<file path="config.mk">
export PLATFORM = sky130hd
export DESIGN_NAME = ide_regfront
export DESIGN_NICKNAME = d
export VERILOG_FILES = /design/src/rtl/ide_regfront_pkg.sv /design/src/rtl/ide_addr_decode.sv /design/src/rtl/ide_irq_state.sv /design/src/rtl/ide_regfront.sv
export SDC_FILE = /design/constraint.sdc
export NUM_CORES = 1
export LEC_CHECK = 0
export ABC_AREA = 1
export BUFFER_PORTS_ARGS = -buffer_cell sky130_fd_sc_hd__buf_2
export CAP_MARGIN = 10
export CORE_UTILIZATION = 44
export DETAILED_ROUTE_END_ITERATION = 10
export HOLD_SLACK_MARGIN = 0.02
export PLACE_DENSITY = 0.77
export SLEW_MARGIN = 20
export SYNTH_ARGS = -nofsm -noshare
export SYNTH_HDL_FRONTEND = slang
export SYNTH_SLANG_ARGS = --single-unit
</file>
<file path="constraint.sdc">
create_clock -name clk_i -period 1.5 [get_ports clk_i]
set_clock_uncertainty 0.2 [all_clocks]
set_input_delay 0.15 -clock clk_i [delete_from_list [all_inputs] [get_ports clk_i]]
set_output_delay 0.15 -clock clk_i [all_outputs]
set_load 0.02 [all_outputs]
</file>
<file path="src/rtl/ide_regfront_pkg.sv">
package ide_regfront_pkg;
  localparam int AW = 12;
  localparam int DW = 32;
  localparam int IW = AW - 4;

  typedef enum logic [2:0] {
    T_NONE, T_DATA, T_TASK, T_STCMD, T_TIMING, T_IRQ
  } target_e;

  localparam logic [IW-1:0] IDX_DATA   = 8'h00;
  localparam logic [IW-1:0] IDX_STAT_A = 8'h08;
  localparam logic [IW-1:0] IDX_STAT_B = 8'h16;
  localparam logic [IW-1:0] IDX_TIMING = 8'h20;
  localparam logic [IW-1:0] IDX_IRQ    = 8'h30;
  localparam int DMA_BIT  = 31;
  localparam int DISK_BIT = 30;
endpackage

</file>
<file path="src/rtl/ide_addr_decode.sv">
module ide_addr_decode
  import ide_regfront_pkg::*;
(
  input  logic [AW-1:0] addr_i,
  input  logic [2:0]    size_i,
  output target_e       tgt_o,
  output logic [2:0]    reg_o
);
  logic [IW-1:0] idx;
  logic sz1, sz2, sz4;

  assign idx = addr_i[AW-1:4];
  assign sz1 = (size_i == 3'd1);
  assign sz2 = (size_i == 3'd2);
  assign sz4 = (size_i == 3'd4);
  assign reg_o = idx[2:0];

  always_comb begin
    tgt_o = T_NONE;
    if (idx == IDX_DATA) begin
      if (sz2 || sz4) tgt_o = T_DATA;
    end else if (idx < IW'(8)) begin
      if (sz1) tgt_o = T_TASK;
    end else if (idx == IDX_STAT_A || idx == IDX_STAT_B) begin
      if (sz1) tgt_o = T_STCMD;
    end else if (idx == IDX_TIMING) begin
      if (sz4) tgt_o = T_TIMING;
    end else if (idx == IDX_IRQ) begin
      if (sz4) tgt_o = T_IRQ;
    end
  end
endmodule

</file>
<file path="src/rtl/ide_irq_state.sv">
module ide_irq_state
  import ide_regfront_pkg::*;
(
  input  logic          clk_i,
  input  logic          rst_ni,
  input  logic          dma_irq_i,
  input  logic          disk_irq_i,
  input  logic          clr_i,
  output logic [DW-1:0] state_o
);
  logic dma_prev, disk_prev, dma_bit, disk_bit;

  always_ff @(posedge clk_i or negedge rst_ni) begin
    if (!rst_ni) begin
      dma_prev  <= 1'b0;
      disk_prev <= 1'b0;
      dma_bit   <= 1'b0;
      disk_bit  <= 1'b0;
    end else begin
      dma_prev  <= dma_irq_i;
      disk_prev <= disk_irq_i;
      // source edge beats software clear so no event is lost
      if (dma_irq_i != dma_prev) dma_bit <= dma_irq_i;
      else if (clr_i)            dma_bit <= 1'b0;
      if (disk_irq_i != disk_prev) disk_bit <= disk_irq_i;
    end
  end

  always_comb begin
    state_o           = '0;
    state_o[DMA_BIT]  = dma_bit;
    state_o[DISK_BIT] = disk_bit;
  end

  assert_disk_mirror_R6: assert property (@(posedge clk_i) disable iff (!rst_ni)
    rst_ni |=> state_o[DISK_BIT] == $past(disk_irq_i));
  assert_dma_rise_R6: assert property (@(posedge clk_i) disable iff (!rst_ni)
    $rose(dma_irq_i) |=> state_o[DMA_BIT]);
  assert_dma_clear_R7: assert property (@(posedge clk_i) disable iff (!rst_ni)
    (clr_i && $stable(dma_irq_i)) |=> !state_o[DMA_BIT]);
endmodule

</file>
<file path="src/rtl/ide_regfront.sv">
module ide_regfront
  import ide_regfront_pkg::*;
(
  input  logic          clk_i,
  input  logic          rst_ni,
  input  logic          req_i,
  input  logic          we_i,
  input  logic [11:0]   addr_i,
  input  logic [2:0]    size_i,
  input  logic [31:0]   wdata_i,
  output logic [31:0]   rdata_o,
  output logic          rvalid_o,
  output logic          dev_rd_o,
  output logic          dev_wr_o,
  output logic [1:0]    dev_sel_o,
  output logic [2:0]    dev_reg_o,
  output logic          dev_wide_o,
  output logic [31:0]   dev_wdata_o,
  input  logic [31:0]   dev_rdata_i,
  output logic          dev_rst_o,
  input  logic          dma_irq_i,
  input  logic          disk_irq_i,
  output logic          dma_irq_o,
  output logic          disk_irq_o
);
  target_e       tgt;
  logic [2:0]    reg_num;
  logic [DW-1:0] timing_q, irq_state, rd_mux;
  logic          dev_hit, irq_clr, timing_we, rst_done;

  ide_addr_decode u_dec (
    .addr_i (addr_i),
    .size_i (size_i),
    .tgt_o  (tgt),
    .reg_o  (reg_num)
  );

  assign irq_clr = req_i && we_i && (tgt == T_IRQ) && wdata_i[DMA_BIT];

  ide_irq_state u_irq (
    .clk_i      (clk_i),
    .rst_ni     (rst_ni),
    .dma_irq_i  (dma_irq_i),
    .disk_irq_i (disk_irq_i),
    .clr_i      (irq_clr),
    .state_o    (irq_state)
  );

  assign dma_irq_o  = dma_irq_i;
  assign disk_irq_o = disk_irq_i;

  assign dev_hit     = req_i && (tgt == T_DATA || tgt == T_TASK || tgt == T_STCMD);
  assign dev_rd_o    = dev_hit && !we_i;
  assign dev_wr_o    = dev_hit && we_i;
  assign dev_sel_o   = (tgt == T_TASK) ? 2'd1 : (tgt == T_STCMD) ? 2'd2 : 2'd0;
  assign dev_reg_o   = (tgt == T_TASK) ? reg_num : 3'd0;
  assign dev_wide_o  = (tgt == T_DATA) && (size_i == 3'd4);
  assign dev_wdata_o = wdata_i;
  assign timing_we   = req_i && we_i && (tgt == T_TIMING);

  always_comb begin
    unique case (tgt)
      T_DATA:   rd_mux = dev_wide_o ? dev_rdata_i : {16'h0, dev_rdata_i[15:0]};
      T_TASK,
      T_STCMD:  rd_mux = {24'h0, dev_rdata_i[7:0]};
      T_TIMING: rd_mux = timing_q;
      T_IRQ:    rd_mux = irq_state;
      default:  rd_mux = '1;
    endcase
  end

  always_ff @(posedge clk_i or negedge rst_ni) begin
    if (!rst_ni) begin
      timing_q <= '0;
      rdata_o  <= '0;
      rvalid_o <= 1'b0;
      rst_done <= 1'b0;
    end else begin
      rst_done <= 1'b1;
      rvalid_o <= req_i && !we_i;
      if (req_i && !we_i) rdata_o <= rd_mux;
      if (timing_we) timing_q <= wdata_i;
    end
  end

  assign dev_rst_o = !rst_done;

  assert_bad_size_R2: assert property (@(posedge clk_i) disable iff (!rst_ni)
    (req_i && addr_i[11:4] == 8'h00 && size_i == 3'd1) |-> !(dev_rd_o || dev_wr_o));
  assert_rd_latency_R10: assert property (@(posedge clk_i) disable iff (!rst_ni)
    dev_rd_o |=> rvalid_o);
  assert_timing_hold_R5: assert property (@(posedge clk_i) disable iff (!rst_ni)
    !timing_we |=> $stable(timing_q));
  assert_rst_once_R9: assert property (@(posedge clk_i) disable iff (!rst_ni)
    !dev_rst_o |=> !dev_rst_o);
endmodule

</file>
* After elaboration in Yosys (flattened, before gate mapping)
Index checks and enable logic that the tools add are counted.
** Storage, ports and cells
- Input port bits :: 85
- Output and inout port bits :: 76
- Flip-flop bits (word level) :: 70
** Operators by class
- Reductions and logical operators :: 18
- Mux-type cells :: 17
- Equality and inequality tests :: 14
- $lt $le $gt $ge :: 1
** Operators with widths (number)
- $pmux 32 s4 :: 1
- $mux 32 :: 1
- $mux 3 :: 8
- $eq 8x6->1 const B :: 2
- $eq 3x2->1 const B :: 3
- $eq 3x3->1 const B :: 3
- $logic_and 1x1->1 :: 9
- $eq 8x4->1 const B :: 1
- $eq 8x5->1 const B :: 1
- $logic_not 8->1 :: 1
- $lt 8x4->1 const B :: 1
- $mux 2 :: 4
- $eq 3x1->1 const B :: 2
- $logic_or 1x1->1 :: 4
- $mux 1 :: 3
- $logic_not 1->1 :: 2
- $ne 1x1->1 :: 2
- $reduce_bool 2->1 :: 1
- $reduce_or 2->1 :: 1

* Depth between registers and ports, before layout
- Word-level depth :: 12
- Mapped depth :: 16

* Cells and area by module
Synthesis repeated with hierarchy kept, for this count alone.
** Second synthesis, totals
- Cells, all modules :: 583
- Area total of the unflattened synthesis :: 4331.7 µm²
** Modules (own cells, without submodules)
- ide_regfront :: cells each 488, seq. area each 1651.6 µm², area each 3674.8 µm², times used 1
- ide_irq_state :: cells each 47, seq. area each 100.1 µm², area each 392.9 µm², times used 1
- ide_addr_decode :: cells each 48, seq. area each 0.0 µm², area each 264.0 µm², times used 1

* Least setup slack after synthesis
Ideal clock, no wire load.
- Path type :: input-to-output
- From :: input addr_i[11]
- To :: output dev_rd_o
- Stages on the path :: 9
- Required time :: 1.150 ns
- Setup slack :: -0.414 ns
- Arrival time :: 1.564 ns
- Path buffers :: 0
- Cell sequence :: nor2_2 -> nand3_2 -> nor2_2 -> nor2_1 -> a21oi_2 -> nand3_4 -> nand2_2 -> inv_1 -> nor3_1
** Between the ends
- Word-level cells in the longest chain between the ends :: 11
** Ends and longest elaborated chain
- from (decl) :: RTL line ide_regfront.sv:8 : input logic [11:0] addr_i,
- $eq 8x6->1 :: RTL line ide_addr_decode.sv:28 : end else if (idx == IDX_IRQ) begin
- $mux 3 :: RTL line ide_addr_decode.sv:28
- $mux 3 :: RTL line ide_addr_decode.sv:26 : end else if (idx == IDX_TIMING) begin
- $mux 3 :: RTL line ide_addr_decode.sv:24 : end else if (idx == IDX_STAT_A || idx == IDX_STAT_B) begin
- $mux 3 :: RTL line ide_addr_decode.sv:22 : end else if (idx < IW'(8)) begin
- $mux 3 * :: RTL line ide_addr_decode.sv:20 : if (idx == IDX_DATA) begin
- $eq 3x1->1 or $eq 3x2->1 (tied branches) :: RTL line ide_regfront.sv:52 : assign dev_hit = req_i && (tgt == T_DATA || tgt == T_TASK || tgt == T_STCMD);
- $logic_or 1x1->1 :: RTL line ide_regfront.sv:52
- $logic_or 1x1->1 * :: RTL line ide_regfront.sv:52
- $logic_and 1x1->1 * :: RTL line ide_regfront.sv:52
- $logic_and 1x1->1 * :: RTL line ide_regfront.sv:53 : assign dev_rd_o = dev_hit && !we_i;
- to (decl) :: RTL line ide_regfront.sv:13 : output logic dev_rd_o,
Every way passes the cells marked *; elsewhere a longest branch is shown, timed or not.

* Final worst setup path
- From :: input addr_i[5]
- To :: output dev_rd_o
The elaborated chain is that of the path after synthesis.

==> results.ini <==
[finish]
layoutNonFillerInstCount=856
antenna_cells=0
final_core_density_pct=79.8
nets=833
layout.cell_area.non_filler_um2=6650
area.growth.synth_to_final_pct=72.2
drive_above_1_share_pct=48.6
final.fill_count=499

[critical_path]
cells_along_the_critical_path=buf_6, nor2_4, nand3_2, nor2_4, nor2_2, a21oi_2, nand3_4, nand2_4, inv_4, nor3_4, buf_6
crit_arrival_ns=1.39
critical_path.slowest_cell=a21oi_2
start_kind=input port
cpPeakStageDelay_ns=0.19
worstPathRequired_ns=1.15
critical_path.max_fanout=3
crit_end_category=output port
timing_worst_setup_path_type=in2out

[clock_tree]
tritoncts.num_buffers=9
max_buffers_root_to_sink=2
cts_root_buf=clkbuf_8
clock_latency_late_sink_ns=0.33
tritoncts=built
clock_sink_count=70
h-tree-depth=3
clock_transition_at_path_regs_ns=0.07

[logic_synthesis]
dominant_combinational_cell_family_by_area_after_synthesis=simple AND/OR/NAND/NOR gates
synth_mux_area_share_pct=0.291
synth.yosys.warnings=0
syn-cell-area_um2=3860
syn_nets=599
synth-compound-area-share_pct=1.07
netlist-cell-type-count=30
yosys.area_share.adder_pct=0.324
synth_top_area_share_pct=45.3
yosys_register_bits=70
synth_sequential_area_ratio_pct=45.3
cells_after_synth=513
synth.top_cells.by_area=dfrtp_1 (45%), nand2_1 (14%), nor2_1 (11%)
post_synthesis_simple_gate_area_fraction_pct=39.0
synthDominantAreaCellType=dfrtp_1
synthXorXnorAreaFrac_pct=0
syn-mean-instance-area_um2=7.53

[global_routing]
wire_length_of_the_first_global_routing_pass_um=20600
global_route.usage.total_pct=29.9
grt_overflow_total=0
largest_net_degree_at_the_start_of_global_routing=35
antenna_found_initial=0
grt_pass1_vias=4292

[routing]
viasPerCell=5.15
routedWlPerCell_um=16.9
total_routed_wirelength_um=14500
route.detailed.drc=0
vias=4405
detail-route-antenna-nets=0
initial_drt_markers=429
total_iterations_of_the_first_detailed_routing_run=5

[sta]
finalWorstPathRequiredPeriod_ns=1.74
rsz0062_at_grt=yes
timing.setup.tns_ns=-10.81
fin_crit_sh_pct=116
finalHoldViolations=0
slew-limit-headroom_pct=46.3
finalMaxSlewViolations=0
actual_slew_at_the_worst_max_slew_pin_ns=0.805
hold_ws_ns=0.0465
timing.fmax_ghz=0.574
setup_ws_ns=-0.244
setup_viol=72

[placement]
placed_area_um2=4890
globalplace.congestion=0.819
preCtsSetupSlack_ns=-0.453
portBuffers=156
place_inst=746
dp_hpwl_um=7450

[floorplan]
dieWidth_um=95.7
initial_core_util_pct=46.3
num_rows=33
fp.dieH_um=95.7
fp.dieArea_um2=9160
top_level_ports=161
floorplan.core_area_um2=8340

[power_and_ir_drop]
static-leakage-power_nw=3.29
power.total_mw=4.40
power_per_cell_area_nw_per_um2=661
vdd_ir_drop_max_mv=0.468

[run_status]
outcome=complete, but fails checks
failed_checks=setup timing

[flow_run]
cap_viol_max_count=0

[worst_hold_path]
min_path_type=in2reg

synthesized netlist by cell type (all sizes together):
cell type,instances
nand2,164
nor2,116
dfrtp,70
buf,47
nand3,47
inv,42
nor3,9
clkbuf,5
a21oi,4
o21ai,2
or2,2
conb,1
ha,1
mux2,1
nand4,1
o31ai,1
critical path: cells and delay by family:
kind	cells	cell delay (ns)
buffers and inverters	3	0.31
and+or+nand+nor	7	0.76
AOI/OAI and AO/OA	1	0.19
placed cells by master, fill, tap and decap left out, types with 2 or more instances in the layout:
| cell type | instances |
|---|---|
| nand2_1 | 110 |
| clkinv_2 | 2 |
| dlygate4sd3_1 | 64 |
| nand3_4 | 2 |
| clkbuf_8 | 9 |
| nand2_4 | 16 |
| inv_16 | 2 |
| or2_2 | 2 |
| nand2_8 | 6 |
| buf_8 | 3 |
| inv_4 | 2 |
| inv_6 | 2 |
| dfrtp_1 | 70 |
| inv_2 | 3 |
| nand2_2 | 36 |
| buf_6 | 20 |
| buf_4 | 32 |
| inv_8 | 2 |
| inv_12 | 3 |
| nor3_4 | 9 |
| bufinv_16 | 2 |
| nor2_2 | 21 |
| nor2_4 | 11 |
| buf_2 | 138 |
| inv_1 | 27 |
| buf_12 | 10 |
| nand3_1 | 25 |
| nand3_2 | 20 |
| bufbuf_16 | 2 |
| clkinv_4 | 2 |
| a21oi_1 | 3 |
| nor2_1 | 83 |
registers in the layout, indices dropped and copies added, names as in the netlist:
name,cells
rst_done,1
rdata_o,32
timing_q,32
u_irq.dma_prev,1
rvalid_o,1
u_irq.dma_bit,1
u_irq.disk_prev,1
u_irq.disk_bit,1
worst paths after layout:
path                                  end  slack (ns)  depth (start not counted)       startpoint
setup reg to reg            u_irq.dma_bit        0.03                          4   u_irq.dma_prev
hold / removal                 rdata_o[8]        0.05                          5   dev_rdata_i[8]
min in group asynchronous     rdata_o[21]        0.06                          2           rst_ni
setup / recovery                 dev_rd_o       -0.24                         11        addr_i[5]
max in group asynchronous     timing_q[3]        0.52                          3           rst_ni
hold reg to reg            u_irq.disk_bit        0.24                          1  u_irq.disk_prev
final cells by class:
cell class              instances  area, µm²  share of cell area (%)
repair buffers                271       2160                    32.5
multi-input cells             353       2130                    32.0
flip-flops and latches         70       1750                    26.3
inverters                      42        270                    4.06
well taps                     105        131                    1.97
clock buffers                   9        124                    1.86
clock inverters                 6       87.6                    1.32
report_power, final:
group / internal (mW) / switching (mW) / total [mW]
Combinational: 0.359 / 0.437 / 0.796
Clock: 0.928 / 0.728 / 1.66
Sequential: 1.92 / 0.0241 / 1.95
kinds of logic (layout without fill, tap and decap cells):
kind of cell	Yosys count	in the layout
flip-flops	70	70
AO/OA/AOI/OAI	7	7
buffers and inverters	94	328
adder cells (fa/ha/maj)	1	1
AND/OR/NAND/NOR	339	343
other	1	1
multiplexers	1	1
repair_timing:
action                                  in CTS  in global routing
gates resized for setup                     98                 61
pin swaps                                   25                 17
endpoints found under the hold margin      134                  0
hold buffers                                64                  0
endpoints found under the setup margin      71                 72
cloned                                       6                  2
setup buffers                               16                  8
layer usage:
layer  track usage (%)  part of all wire [%]
met5                 0                     0
met4              11.7                   3.5
met3              3.95                   6.5
met2              54.9                    54
met1              35.1                    36
(Power assumes the default switching activity.)
